===== config.mk =====
export PLATFORM = sky130hd
export DESIGN_NAME = scsi_dma_chan
export DESIGN_NICKNAME = d
export VERILOG_FILES = /design/src/rtl/scsi_dma_chan.sv
export SDC_FILE = /design/constraint.sdc
export NUM_CORES = 1
export LEC_CHECK = 0
export ABC_AREA = 0
export BUFFER_PORTS_ARGS = -buffer_cell sky130_fd_sc_hd__buf_2
export CORE_ASPECT_RATIO = 2
export CORE_UTILIZATION = 42
export DETAILED_ROUTE_END_ITERATION = 8
export GPL_TIMING_DRIVEN = 0
export PLACE_DENSITY_LB_ADDON = 0.3
export REMOVE_ABC_BUFFERS = 1
export SYNTH_ARGS = -nofsm -noshare
export SYNTH_HDL_FRONTEND = slang
export SYNTH_SLANG_ARGS = --single-unit

===== constraint.sdc =====
create_clock -name clk -period 7.7 [get_ports clk]
set_clock_uncertainty 0.05 [all_clocks]
set_input_delay 1.155 -clock clk [delete_from_list [all_inputs] [get_ports clk]]
set_output_delay 1.155 -clock clk [all_outputs]
set_load 0.01 [all_outputs]

===== src/rtl/scsi_dma_chan.sv =====
module scsi_dma_chan #(
  parameter int DW = 32,
  parameter int SW = 6,
  parameter logic [DW-1:0] WADDR_RST = 32'hFFFF_FFFF,
  parameter logic [DW-1:0] WDESC_RST = 32'hFFFF_FFFD
) (
  input  logic          clk,
  input  logic          rst_n,
  input  logic          host_wr,
  input  logic          host_rd,
  input  logic [2:0]    host_idx,
  input  logic [DW-1:0] host_wdata,
  output logic [DW-1:0] host_rdata,
  input  logic          clr_by_write,
  input  logic          core_irq,
  input  logic          core_done,
  input  logic          xfer_req,
  input  logic          xfer_to_mem,
  input  logic [DW-1:0] xfer_len,
  output logic          xfer_ack,
  output logic          xfer_rej,
  output logic [DW-1:0] xfer_grant,
  output logic [DW-1:0] xfer_addr,
  output logic          abort_req
);
  localparam logic [2:0] I_CMD = 3'd0, I_SCNT = 3'd1, I_SADR = 3'd2, I_WCNT = 3'd3;
  localparam logic [2:0] I_WADR = 3'd4, I_STAT = 3'd5, I_SDSC = 3'd6, I_WDSC = 3'd7;
  localparam int B_DIR = 7;
  localparam int B_IRQ = 4;
  localparam int B_DONE = 3;
  localparam logic [SW-1:0] FLAG_MASK = SW'(6'b001110);

  logic [DW-1:0] cmd_q, scnt_q, sadr_q, wcnt_q, wadr_q, sdsc_q, wdsc_q;
  logic [SW-1:0] stat_q, stat_d;
  logic          ack_q, rej_q, abort_q;
  logic [DW-1:0] grant_q, addr_q;

  wire wr_cmd   = host_wr && host_idx == I_CMD;
  wire is_start = wr_cmd && host_wdata[1:0] == 2'd3;
  wire is_abort = wr_cmd && host_wdata[1:0] == 2'd2;
  wire dir_ok   = xfer_to_mem == cmd_q[B_DIR];
  wire take     = xfer_req && dir_ok;
  wire [DW-1:0] glen = (xfer_len < wcnt_q) ? xfer_len : wcnt_q;
  wire [DW-1:0] wcnt_left = wcnt_q - glen;
  wire stat_wr = host_wr && host_idx == I_STAT;
  wire stat_rd = host_rd && host_idx == I_STAT;

  logic [SW-1:0] stat_view;
  always_comb begin
    stat_view = stat_q;
    stat_view[B_IRQ] = stat_q[B_IRQ] | core_irq;
  end

  always_comb begin
    case (host_idx)
      I_CMD:   host_rdata = cmd_q;
      I_SCNT:  host_rdata = scnt_q;
      I_SADR:  host_rdata = sadr_q;
      I_WCNT:  host_rdata = wcnt_q;
      I_WADR:  host_rdata = wadr_q;
      I_STAT:  host_rdata = DW'(stat_view);
      I_SDSC:  host_rdata = sdsc_q;
      default: host_rdata = wdsc_q;
    endcase
  end

  always_comb begin
    stat_d = stat_q;
    if (stat_wr && clr_by_write) stat_d = stat_d & ~(host_wdata[SW-1:0] & FLAG_MASK);
    if (stat_rd && !clr_by_write) stat_d = stat_d & ~FLAG_MASK;
    if ((take && wcnt_left == '0) || core_done) stat_d[B_DONE] = 1'b1;
    if (is_start) stat_d = '0;
  end

  always_ff @(posedge clk) begin
    if (!rst_n) begin
      cmd_q  <= '0;
      scnt_q <= '0;
      sadr_q <= '0;
      sdsc_q <= '0;
    end else if (host_wr) begin
      case (host_idx)
        I_CMD:  cmd_q  <= host_wdata;
        I_SCNT: scnt_q <= host_wdata;
        I_SADR: sadr_q <= host_wdata;
        I_SDSC: sdsc_q <= host_wdata;
        default: ;
      endcase
    end
  end

  always_ff @(posedge clk) begin
    if (!rst_n) begin
      wcnt_q <= '0;
      wadr_q <= WADDR_RST;
      wdsc_q <= WDESC_RST;
      stat_q <= '0;
    end else begin
      stat_q <= stat_d;
      if (is_start) begin
        wcnt_q <= scnt_q;
        wadr_q <= sadr_q;
        wdsc_q <= sdsc_q;
      end else begin
        if (core_done) wcnt_q <= '0;
        else if (take) wcnt_q <= wcnt_left;
        if (take) wadr_q <= wadr_q + glen;
      end
    end
  end

  always_ff @(posedge clk) begin
    if (!rst_n) begin
      ack_q   <= 1'b0;
      rej_q   <= 1'b0;
      grant_q <= '0;
      addr_q  <= '0;
      abort_q <= 1'b0;
    end else begin
      ack_q   <= take;
      rej_q   <= xfer_req && !dir_ok;
      grant_q <= take ? glen : '0;
      addr_q  <= take ? wadr_q : '0;
      abort_q <= is_abort;
    end
  end

  assign xfer_ack   = ack_q;
  assign xfer_rej   = rej_q;
  assign xfer_grant = grant_q;
  assign xfer_addr  = addr_q;
  assign abort_req  = abort_q;

  AST_START_LOADS: assert property (@(posedge clk) disable iff (!rst_n)
    is_start |=> wcnt_q == $past(scnt_q) && wadr_q == $past(sadr_q) &&
                 wdsc_q == $past(sdsc_q) && stat_q == '0);
  AST_ABORT_CMD: assert property (@(posedge clk) disable iff (!rst_n)
    abort_req |-> cmd_q[1:0] == 2'd2);
  AST_REJECT_STILL: assert property (@(posedge clk) disable iff (!rst_n)
    xfer_rej && !$past(core_done) && !$past(is_start) |->
      $stable(wcnt_q) && $stable(wadr_q) && xfer_grant == '0);
  AST_GRANT_COUNT: assert property (@(posedge clk) disable iff (!rst_n)
    xfer_ack && !$past(core_done) && !$past(is_start) |->
      wcnt_q == $past(wcnt_q) - xfer_grant && xfer_grant <= $past(wcnt_q));
  AST_DONE_AT_ZERO: assert property (@(posedge clk) disable iff (!rst_n)
    xfer_ack && wcnt_q == '0 && !$past(is_start) |-> stat_q[B_DONE]);
  AST_CORE_DONE: assert property (@(posedge clk) disable iff (!rst_n)
    core_done && !is_start |=> wcnt_q == '0 && stat_q[B_DONE]);
endmodule


-- Word-level counts from Yosys, hierarchy flattened
Cells that the tools add are included.
- register bits after elaboration: 297
- latch bits: 0
- RAM bits: 0
- memory bits (read-only): 0
- word-level logic and storage cells: 66
- memories kept: 0
- add/sub/neg operators: 2
- multiply operators: 0
- div/mod/pow operators: 0
- magnitude comparators: 1
- equality and inequality tests: 9
- shifts and indexed selects: 0
- mux-type cells: 10
- bitwise gates (word level): 4
- reductions and logical operators: 25
- operators by type and width (kind ; number):
    $pmux 32 s7 ; 1
    $mux 32 ; 6
    $add 32x32->32 ; 1
    $logic_not 32->1 ; 1
    $lt 32x32->1 ; 1
    $sub 32x32->32 ; 1
    $logic_and 1x1->1 ; 10
    $reduce_and 2->1 ; 5
    $eq 3x3->1 const B ; 3
    $and 6x6->6 ; 1
    $eq 3x2->1 const B ; 2
    $mux 6 ; 1
    $not 4->6 ; 1
    $reduce_bool 3->1 ; 2
    $eq 2x2->1 const B ; 2
    $mux 4 ; 1
    $eq 3x1->1 const B ; 1
    $logic_not 3->1 ; 1
    $reduce_or 3->1 ; 1
    $logic_not 1->1 ; 2
    $reduce_bool 2->1 ; 1
    $reduce_or 2->1 ; 1
    $eq 1x1->1 ; 1
    $logic_or 1x1->1 ; 1
    other kinds (3) ; 3

-- Depth between registers and ports, before layout
Gate-level depths: netlist (run 1).
- word-level depth: 7
- mapped depth: 21
- mapped depth without buffers: 21

-- Least setup slack after synthesis (run 1)
No wires, ideal clock.
- path type: input port to flip-flop
- from: in xfer_len[10]
- to: reg stat_q[3]
- setup time: 0.084 ns
- data arrival time: 6.063 ns
- data required time: 7.566 ns
- path slack: 1.502 ns
- stages: 20
- path buffers: 2
- path through: ha_1 nor4_1 nand2b_1 a2111oi_0 nor3_1 nor4_2 buf_2 mux2i_1 ha_1 buf_6 a21o_1 a21o_1 a221o_1 nor4_4 nor2_2 a211o_1 or4_1 nor4b_2 nand4_1 o31ai_2
- word-level cells in the longest chain between the ends: 7
- elaborated cells between the ends (all ways): 8
- classes of those cells: 1 x add/sub; 1 x order compare; 2 x mux; 4 x reduce/logical
- RTL lines (item ; RTL line ; RTL):
    from (decl) ; 19 ; input logic [DW-1:0] xfer_len,
    $lt 32x32->1 ; 43 ; wire [DW-1:0] glen = (xfer_len < wcnt_q) ? xfer_len : wcnt_q;
    $mux 32 * ; 43 ;
    $sub 32x32->32 * ; 44 ; wire [DW-1:0] wcnt_left = wcnt_q - glen;
    $logic_not 32->1 * ; 71 ; if ((take && wcnt_left == '0) || core_done) stat_d[B_DONE] = 1'b1;
    $logic_and 1x1->1 * ; 71 ;
    $logic_or 1x1->1 * ; 71 ;
    $reduce_bool 3->1 (no line) / $mux 1 (equally long branches) ; - ;
    to (signal assigned) ; 99 ; stat_q <= stat_d;
    to (decl) ; 34 ; logic [SW-1:0] stat_q, stat_d;
Mark *: on every way between the ends. The rest lies on a longest branch, timed or not.
A chain may end at the register's enable or synchronous reset.

-- Worst setup path in the final report (run 1)
- from: in xfer_len[10]
- to: reg stat_q[3]
- word-level cells in the longest chain between the ends: 7
- elaborated cells between the ends (all ways): 8
- classes of those cells: 1 x add/sub; 1 x order compare; 2 x mux; 4 x reduce/logical
- RTL lines (item ; RTL line):
    $lt 32x32->1 * ; 43
    $mux 32 * ; 43
    net glen[0] ; 43
    $sub 32x32->32 * ; 44
    $logic_not 32->1 * ; 71
    $logic_and 1x1->1 * ; 71
    $logic_or 1x1->1 * ; 71
    $reduce_bool 3->1 (no line) / $mux 1 (equally long branches) ; -
Mark *: on every way through the listed nets, which the timed path passes. The rest lies on a longest branch.

==> impl_metrics.json, run 1 <==
{
  "status": "completed",
  "gp_congestion": 0.9229,
  "cts_buffers": 28,
  "synthArstFlopShare_pct": 0,
  "crit_path_end": "stat_q[3]$_SDFFE_PP0P_",
  "path_buf_inv": 4,
  "grt_usage_pct": 32.61,
  "startpoint": "xfer_len[10]",
  "grt_pass1_wl_um": 97830,
  "cp-end-kind": "flip-flop",
  "grt_max_degree": 85,
  "clock-sinks": 294,
  "worst_ir_drop_vdd_mv": 0.1916,
  "hold_class": "flip-flop to flip-flop",
  "avgRoutedWirePerCell_um": 23.69,
  "fin_setup_tns_ns": 0,
  "worstSetupStartpointType": "primary input",
  "seqCellArea_sq_um": 5886,
  "cts_hold_buf": 0,
  "grt.overflow.total": 0,
  "cp_slowest_stage_delay_ns": 0.57,
  "cts.htree.levels": 1,
  "grt_setup_unrepaired": "no",
  "cts_root_buffer": "clkbuf_16",
  "postPlaceCellArea_sq_um": 18260,
  "fin_crit_ns": 7.316,
  "layout-drive-gt1-share_pct": 13.99,
  "arrival_ns": 7.79,
  "synthTopCellsByArea": "dfxtp_1 35%, nand2_1 11%, ha_1 7.1%, a21oi_1 6.7%, mux2i_1 3.7%",
  "r2r-end": "stat_q[3]$_SDFFE_PP0P_",
  "die_w_um": 142.8,
  "grt_antenna_before_repair": 1,
  "maxSlewHeadroom_pct": 1.484,
  "ff2ff_path_depth": 23,
  "maxCapViolCount": 0,
  "ys_types": 79,
  "synth_seq_cells": 294,
  "ys_seq_area_share_pct": 35.34,
  "dp_hpwl_um": 48450,
  "ys_warn_count": 0,
  "cts_tree": "done",
  "ff2ff_setup_slack_ns": 0.49,
  "ant_nets": 0,
  "p_per_area_nw_per_um2": 237.3,
  "cpMaxStageDelayCell": "a2111oi_0",
  "synth_top_area_cell": "dfxtp_1",
  "multi_input_comb_area_sq_um": 10020,
  "path_delay_family": "simple AND/OR/NAND/NOR gates",
  "via_count": 16570,
  "nFillCells": 3832,
  "dp_cells": 2739,
  "setup_viol": 0,
  "synth-edff-count": 0,
  "cts.path.max_buffers": 3,
  "fin_nets": 2423,
  "coreArea_sq_um": 38920,
  "netlist_area_sq_um": 16650,
  "hold_ws_ns": 0.4054,
  "worst_slack_ns": 0.3838,
  "rows": 102,
  "leakagePower_nw": 8.106,
  "num_io_pins": 175,
  "worstMarginPinSlew_ns": 1.478,
  "first_pass_iters": 6,
  "dieArea_sq_um": 40500,
  "power_mw": 4.591,
  "start_util_pct": 42.78,
  "fin_cells": 2794,
  "area_growth_pct": 16.15,
  "synthCells": 2149,
  "die_y_um": 283.6,
  "crit_type": "primary input to flip-flop",
  "cp_num_cells": 23,
  "fin_area_sq_um": 19340,
  "rr_startpoint": "wcnt_q[10]$_SDFFE_PN0P_",
  "worstPathMaxFanout": 10,
  "synth_most_common_cell": "nand2_1",
  "clk_latency_ns": 0.62,
  "final-max-slew-violation-count": 0,
  "clk_pin_slew_ns": 0.08,
  "hold_viol_final": 0,
  "drt_iter0_drc": 1259,
  "wirelength_um": 66200,
  "worstPathCellList": "buf_2, ha_1, nor4_1, nand2b_1, a2111oi_0, nor3_1, nor4_4, buf_6, buf_6, buf_8, o21ai_0, ha_1, fa_1, nor2b_1, o31a_1, o21ai_0, xor2_1, or4bb_1, nor4_1, and4b_1, nor4b_2, nand4_1, o31ai_2",
  "synthFlopType": "dfxtp_1",
  "yosys-top-cells-count": "470 x nand2_1, 294 x dfxtp_1, 224 x a21oi_1",
  "period_share_pct": 95.02,
  "required_ns": 8.17,
  "syn_area_per_cell_sq_um": 7.749,
  "fin_util_pct": 49.69,
  "vias_per_cell": 5.930,
  "netlist.area_leader.share_pct": 35.34,
  "dp_slack_ns": -0.6748,
  "portBuffers": 174,
  "grt_pass1_vias": 16120,
  "drc": 0,
  "timing.fmax_mhz": 136.7
}
worst min path at each step:
stage	startpoint	endpoint	slack, ns	cells after the start
3_5_place_dp	cmd_q[27]$_SDFFE_PN0P_	cmd_q[27]$_SDFFE_PN0P_	0.40	2
2_1_floorplan	stat_q[1]$_SDFFE_PP0P_	stat_q[1]$_SDFFE_PP0P_	0.38	2
5_1_grt	cmd_q[27]$_SDFFE_PN0P_	cmd_q[27]$_SDFFE_PN0P_	0.42	2
4_1_cts	cmd_q[27]$_SDFFE_PN0P_	cmd_q[27]$_SDFFE_PN0P_	0.41	2
3_3_place_gp	cmd_q[25]$_SDFFE_PN0P_	cmd_q[25]$_SDFFE_PN0P_	0.39	2
6_report	cmd_q[26]$_SDFFE_PN0P_	cmd_q[26]$_SDFFE_PN0P_	0.41	2
flip-flops by register name (all words and copies together), names as in the netlist:
register / cells
cmd_q: 32
sadr_q: 32
scnt_q: 32
sdsc_q: 32
wadr_q: 32
wcnt_q: 32
wdsc_q: 32
xfer_addr: 32
xfer_grant: 32
stat_q: 3
abort_req: 1
xfer_ack: 1
xfer_rej: 1
tightest hold or removal path: stages, from the launching register on:
cell     delay, ns
dfxtp_1       0.31
nand2_1       0.05
a21oi_1       0.05
cells in the final DEF (no fill, tap or decap), types with 7 or more instances in the layout:
cell type and instances:
a211oi_1 24, a21boi_0 34, a21o_1 20, a21oi_1 224, a22oi_1 20, a31oi_1 8
and2_1 38, and3_1 8, buf_16 10, buf_2 170, buf_4 13, bufinv_16 7
clkbuf_16 28, dfxtp_1 294, ha_1 94, inv_1 81, mux2_2 19, mux2i_1 62
mux4_2 11, nand2_1 465, nand2b_1 16, nand3_1 54, nand4_1 7, nor2_1 136
nor2b_1 11, nor3_1 19, nor4_1 7, o211ai_1 24, o21a_1 31, o21ai_0 112
o221ai_1 14, o22ai_1 7, o311ai_0 8, or3_1 7, xnor2_1 24, xor2_1 16
area by class of cell:
cell class                 instances  area share (%)
clock inverter                    19           1.630
tap                              520           3.364
multi-input combinational       1639           51.80
sequential                       294           30.43
clock buffer                      33           3.875
timing repair buffer             204           7.232
inverter                          84           1.656
antenna                            1         0.01294
metal layers:
| metal | wire (um) | vias up | share of wire [%] | global-route usage (%) |
|---|---|---|---|---|
| met4 | 6284 | 0 | 9.5 | 27.34 |
| met1 | 22910 | 7882 | 35 | 34.49 |
| li1 | - | 7704 | - | - |
| met5 | 0 | - | 0 | 0 |
| met2 | 33260 | 742 | 50 | 57.49 |
| met3 | 3740 | 241 | 5.6 | 3.037 |
where the power goes:
group / leakage (nW) / internal [mW] / switching [mW]
clock: 0.517 / 0.941 / 0.664
sequential: 2.39 / 1.58 / 0.0750
combinational: 5.20 / 0.496 / 0.832
cells by family after synthesis:
family | synth area share [%]
simple gates | 21.23
compound gates | 22.58
flops | 35.34
buf+inv | 4.936
fa+ha+maj | 7.303
mux | 6.499
xor+xnor | 2.104
repair_timing:
action / in CTS / in global routing
setup buffers: 0 / 2
gates resized for setup: 1 / 0
pin swaps: 0 / 1
endpoints found under the setup margin: 1 / 5
Power figures use the tool's default switching activity.
==> run 2, diff against run 1 <==
--- a/config.mk
+++ b/config.mk
@@ -13,6 +13,7 @@
 export GPL_TIMING_DRIVEN = 0
 export PLACE_DENSITY_LB_ADDON = 0.3
 export REMOVE_ABC_BUFFERS = 1
+export SETUP_SLACK_MARGIN = 0.3
 export SYNTH_ARGS = -nofsm -noshare
 export SYNTH_HDL_FRONTEND = slang
 export SYNTH_SLANG_ARGS = --single-unit
==> constraint.sdc (replaced) <==
create_clock -name clk -period 6.04 [get_ports clk]
set_clock_uncertainty 0.05 [all_clocks]
set_input_delay 0.906 -clock clk [delete_from_list [all_inputs] [get_ports clk]]
set_output_delay 0.906 -clock clk [all_outputs]
set_load 0.01 [all_outputs]
==> impl_metrics.json, run 2 (synthesized netlist as in run 1, its figures left out) <==
{
  "fin_crit_ns": 5.724,
  "period_share_pct": 94.76,
  "die_y_um": 283.6,
  "dp_cells": 2739,
  "leakagePower_nw": 8.334,
  "via_count": 16990,
  "required_ns": 6.51,
  "final-max-slew-violation-count": 0,
  "wirelength_um": 68000,
  "grt_max_degree": 85,
  "portBuffers": 174,
  "r2r-end": "stat_q[3]$_SDFFE_PP0P_",
  "vias_per_cell": 6.016,
  "grt_usage_pct": 33.23,
  "setup_viol": 0,
  "drt_iter0_drc": 1154,
  "dp_hpwl_um": 48450,
  "status": "completed",
  "grt_antenna_before_repair": 1,
  "avgRoutedWirePerCell_um": 24.08,
  "grt_pass1_vias": 16330,
  "cts_hold_buf": 0,
  "grt_pass1_wl_um": 99500,
  "rr_startpoint": "wcnt_q[1]$_SDFFE_PN0P_",
  "fin_nets": 2453,
  "cts_root_buffer": "clkbuf_16",
  "layout-drive-gt1-share_pct": 19.11,
  "fin_setup_tns_ns": 0,
  "cts.path.max_buffers": 3,
  "fin_area_sq_um": 20200,
  "first_pass_iters": 6,
  "num_io_pins": 175,
  "arrival_ns": 6.20,
  "worstMarginPinSlew_ns": 1.484,
  "gp_congestion": 0.9229,
  "dieArea_sq_um": 40500,
  "final_cell_mix": "465 x nand2_1, 271 x dfxtp_1, 214 x a21oi_1",
  "cts.htree.levels": 1,
  "cts_buffers": 28,
  "maxCapViolCount": 0,
  "start_util_pct": 42.78,
  "ff2ff_path_depth": 21,
  "area_growth_pct": 21.28,
  "rows": 102,
  "ff2ff_setup_slack_ns": 0.32,
  "timing.fmax_mhz": 174.7,
  "coreArea_sq_um": 38920,
  "p_per_area_nw_per_um2": 298.6,
  "clk_latency_ns": 0.62,
  "cp-end-kind": "flip-flop",
  "postPlaceCellArea_sq_um": 18260,
  "grt.overflow.total": 0,
  "worstPathMaxFanout": 8,
  "whs_endpoint": "cmd_q[4]$_SDFFE_PN0P_",
  "hold_class": "flip-flop to flip-flop",
  "hold_viol_final": 0,
  "drc": 0,
  "hold_depth": 2,
  "final_common_cell": "nand2_1",
  "power_mw": 6.031,
  "min-delay-start": "cmd_q[4]$_SDFFE_PN0P_",
  "die_w_um": 142.8,
  "worstSetupStartpointType": "flip-flop",
  "clk_pin_slew_ns": 0.08,
  "worst_ir_drop_vdd_mv": 0.2473,
  "cts_tree": "done",
  "clock-sinks": 294,
  "ant_nets": 0,
  "grt_setup_unrepaired": "yes",
  "crit_type": "flip-flop to flip-flop",
  "fin_cells": 2824,
  "maxSlewHeadroom_pct": 1.089
}
-- run 2: timing repair --
| item | in CTS | in global routing |
|---|---|---|
| resized for setup | 85 | 57 |
| buffers inserted | 11 | 19 |
| hold endpoints to repair | 0 | 0 |
| pin swaps | 18 | 33 |
| endpoints found under the setup margin | 57 | 16 |
| gates cloned | 1 | 1 |
-- run 2: final cells by class --
class | instances | area (sq um)
Sequential cell | 294 | 5942
Multi-Input combinational cell | 1639 | 10530
Timing Repair Buffer | 234 | 1682
Inverter | 84 | 322.8
Clock inverter | 19 | 315.3
Antenna cell | 1 | 2.502
Clock buffer | 33 | 749.5
Fill cell | 3740 | 18730
Tap cell | 520 | 650.6
-- run 2: how the worst max path moves through the flow --
stage | start | end | slack, ns | cells after the start
floorplan | xfer_len[10] | wadr_q[30]$_SDFFE_PN1P_ | -2.30 | 19
global placement | host_idx[0] | wcnt_q[27]$_SDFFE_PN0P_ | -11.12 | 7
detailed placement | xfer_len[10] | stat_q[3]$_SDFFE_PP0P_ | -2.09 | 22
CTS | wcnt_q[1]$_SDFFE_PN0P_ | stat_q[3]$_SDFFE_PP0P_ | 0.26 | 21
global route | wcnt_q[1]$_SDFFE_PN0P_ | stat_q[3]$_SDFFE_PP0P_ | 0.15 | 21
finish | wcnt_q[1]$_SDFFE_PN0P_ | stat_q[3]$_SDFFE_PP0P_ | 0.32 | 21
-- run 2: worst max-delay path, stage by stage, from the launching register on --
cell and delay, ns:
dfxtp_4 0.38, inv_4 0.05, ha_4 0.24, a211o_4 0.36
a2111oi_4 0.46, nor3_4 0.11, nor4_4 0.31, buf_6 0.18
buf_12 0.13, buf_12 0.14, mux2i_2 0.29, ha_2 0.30
and3_1 0.24, nand2_1 0.09, a2111o_1 0.51, o211ai_1 0.27
a21oi_2 0.11, xnor2_2 0.17, or4_4 0.57, nor4b_4 0.25
nand4_1 0.15, o31ai_2 0.27
-- run 2: power breakdown --
part / switching, mW / internal (mW) / total [mW]
logic: 1.13 / 0.735 / 1.87
registers: 0.0976 / 2.02 / 2.11
clock network: 0.848 / 1.20 / 2.05
total: 2.08 / 3.95 / 6.03
-- run 2: metal layers --
| layer | share of wire (%) | track usage, % | vias up |
|---|---|---|---|
| li1 | - | - | 7784 |
| met1 | 35 | 35.69 | 8151 |
| met2 | 50 | 58.05 | 785 |
| met3 | 5.8 | 2.852 | 270 |
| met4 | 9.7 | 28.01 | 0 |
| met5 | 0 | 0 | - |
-- run 2: metrics by stage --
stage | worst slack, ns | hold WS [ns] | utilization [%]
after global placement | -11.12 | 0.3887 | 45.39
after floorplan | -2.303 | 0.3784 | -
after global routing | 0.1533 | 0.4241 | 51.89
after CTS | 0.2564 | 0.4059 | 50.85
final | 0.3164 | 0.4061 | 51.89
after detailed placement | -2.086 | 0.3958 | 46.91
==> run 3, diff against run 2 <==
--- a/config.mk
+++ b/config.mk
@@ -8,10 +8,12 @@
 export ABC_AREA = 0
 export BUFFER_PORTS_ARGS = -buffer_cell sky130_fd_sc_hd__buf_2
 export CORE_ASPECT_RATIO = 2
-export CORE_UTILIZATION = 42
+export CORE_UTILIZATION = 45
+export CTS_CLUSTER_SIZE = 28
 export DETAILED_ROUTE_END_ITERATION = 8
 export GPL_TIMING_DRIVEN = 0
 export PLACE_DENSITY_LB_ADDON = 0.3
+export RECOVER_POWER = 25
 export REMOVE_ABC_BUFFERS = 1
 export SETUP_SLACK_MARGIN = 0.3
 export SYNTH_ARGS = -nofsm -noshare
==> impl_metrics.json, run 3 (synthesized netlist as in run 1, its figures left out) <==
{
  "grt_max_degree": 87,
  "dieArea_sq_um": 37830,
  "first_pass_iters": 6,
  "setup_viol": 0,
  "fin_area_sq_um": 20060,
  "status": "finished, violations left",
  "dp_hpwl_um": 45700,
  "ant_nets": 0,
  "wirelength_um": 66620,
  "via_count": 16910,
  "grt_pass1_vias": 16850,
  "fin_crit_ns": 5.609,
  "clock-sinks": 294,
  "worstSetupStartpointType": "flip-flop",
  "cts_hold_buf": 0,
  "worst_ir_drop_vdd_mv": 0.2603,
  "area_growth_pct": 20.47,
  "cp-end-kind": "flip-flop",
  "grt_usage_pct": 34.20,
  "grt_pass1_wl_um": 97920,
  "cts.htree.levels": 1,
  "coreArea_sq_um": 36420,
  "required_ns": 6.49,
  "min-delay-start": "cmd_q[14]$_SDFFE_PN0P_",
  "portBuffers": 174,
  "fin_nets": 2466,
  "clk_pin_slew_ns": 0.07,
  "postPlaceCellArea_sq_um": 18060,
  "start_util_pct": 45.73,
  "drt_iter0_drc": 1082,
  "clk_latency_ns": 0.61,
  "final_cell_mix": "465 x nand2_1, 268 x dfxtp_1, 218 x a21oi_1",
  "timing.fmax_mhz": 178.3,
  "crit_type": "flip-flop to flip-flop",
  "p_per_area_nw_per_um2": 292.7,
  "cts_buffers": 28,
  "die_y_um": 274.1,
  "num_io_pins": 175,
  "rr_startpoint": "wcnt_q[2]$_SDFFE_PN0P_",
  "grt.overflow.total": 0,
  "fin_cells": 2769,
  "cts.path.max_buffers": 3,
  "multi_input_comb_area_sq_um": 10610,
  "layout-drive-gt1-share_pct": 16.51,
  "arrival_ns": 6.06,
  "dp_cells": 2669,
  "grt_antenna_before_repair": 2,
  "cts_tree": "done",
  "whs_endpoint": "cmd_q[14]$_SDFFE_PN0P_",
  "hold_viol_final": 0,
  "leakagePower_nw": 8.045,
  "final_common_cell": "nand2_1",
  "nFillCells": 3484,
  "grt_setup_unrepaired": "no",
  "die_w_um": 138.0,
  "cts_root_buffer": "clkbuf_16",
  "period_share_pct": 92.87,
  "violations": "capacitance limit, slew limit",
  "hold_ws_ns": 0.4052,
  "ff2ff_setup_slack_ns": 0.43,
  "hold_depth": 2,
  "final-max-slew-violation-count": 117,
  "rows": 99,
  "maxSlewHeadroom_pct": -68.23,
  "gp_congestion": 0.9520,
  "drc": 0,
  "worstPathMaxFanout": 6,
  "maxCapViolCount": 3,
  "hold_class": "flip-flop to flip-flop",
  "ff2ff_path_depth": 22,
  "worstMarginPinSlew_ns": 2.521,
  "seqCellArea_sq_um": 5946,
  "vias_per_cell": 6.108,
  "r2r-end": "stat_q[3]$_SDFFE_PP0P_",
  "avgRoutedWirePerCell_um": 24.06,
  "fin_util_pct": 55.09
}
run 3: cell count changes in the layout (fill, tap and decap cells not counted), sizes merged:
| cell | before | now |
|---|---|---|
| clkbuf | 34 | 105 |
| inv | 87 | 85 |
| clkinvlp | 2 | 1 |
| bufinv | 7 | 3 |
| buf | 233 | 178 |
| clkinv | 7 | 9 |
run 3: repair_timing:
action / in CTS / in global routing
cloned: 2 / 0
resized for setup: 106 / 53
setup buffers: 27 / 18
pin swaps: 20 / 15
hold endpoints to repair: 0 / 0
endpoints found under the setup margin: 45 / 16
run 3: layer usage:
metal	global-route usage, %	up-vias	routed length, um
li1	-	7811	-
met5	0	-	8
met3	5.623	349	4469
met1	32.33	7906	21210
met4	39.42	2	8873
met2	59.13	846	32070
run 3: worst max-delay path by stage:
stage	from	endpoint	slack, ns	cells after the start
final	wcnt_q[2]$_SDFFE_PN0P_	stat_q[3]$_SDFFE_PP0P_	0.43	22
after global routing	wcnt_q[21]$_SDFFE_PN0P_	wadr_q[30]$_SDFFE_PN1P_	0.24	25
after global placement	host_idx[0]	wcnt_q[10]$_SDFFE_PN0P_	-9.84	7
after detailed placement	xfer_len[10]	stat_q[3]$_SDFFE_PP0P_	-1.51	21
after floorplan	xfer_len[10]	wadr_q[30]$_SDFFE_PN1P_	-2.30	19
after CTS	wcnt_q[1]$_SDFFE_PN0P_	stat_q[3]$_SDFFE_PP0P_	0.30	21
run 3: power by group:
part	internal [mW]	leakage (nW)	switching [mW]
Combinational	0.746	5.15	1.10
Sequential	2.02	2.41	0.103
Clock	1.07	0.487	0.839
Total	3.83	8.05	2.04
run 3: layout make-up:
type,instances,share of cell area (%)
Inverter,84,1.584
Multi-Input combinational cell,1639,52.91
Tap cell,454,2.831
Sequential cell,294,29.64
Clock inverter,14,0.9168
Clock buffer,36,3.992
Antenna cell,1,0.01247
Timing Repair Buffer,247,8.120
run 3: critical path, cell delays in order, from the launching register on:
cell and delay (ns):
dfxtp_4 0.40, inv_1 0.08, ha_1 0.28, nor2_1 0.25, nor2_1 0.12, a2111oi_4 0.37
nor3_4 0.11, nor4_4 0.25, buf_6 0.19, buf_12 0.12, buf_16 0.15, mux2i_4 0.27
ha_1 0.26, nor2b_1 0.16, o31ai_2 0.42, a2111o_1 0.35, o211ai_1 0.13, a21oi_1 0.21
xnor2_1 0.15, or4_4 0.55, nor4b_4 0.28, nand4_1 0.15, o31ai_2 0.22
run 3: through the flow:
stage | setup WS [ns] | setup TNS (ns) | power, mW
detailed placement | -1.515 | -22.21 | 3.747
global route | 0.2444 | 0 | 6.099
floorplan | -2.303 | -87.75 | 3.183
CTS | 0.3020 | 0 | 5.767
global placement | -9.838 | -986.03 | 3.711
finish | 0.4309 | 0 | 5.872
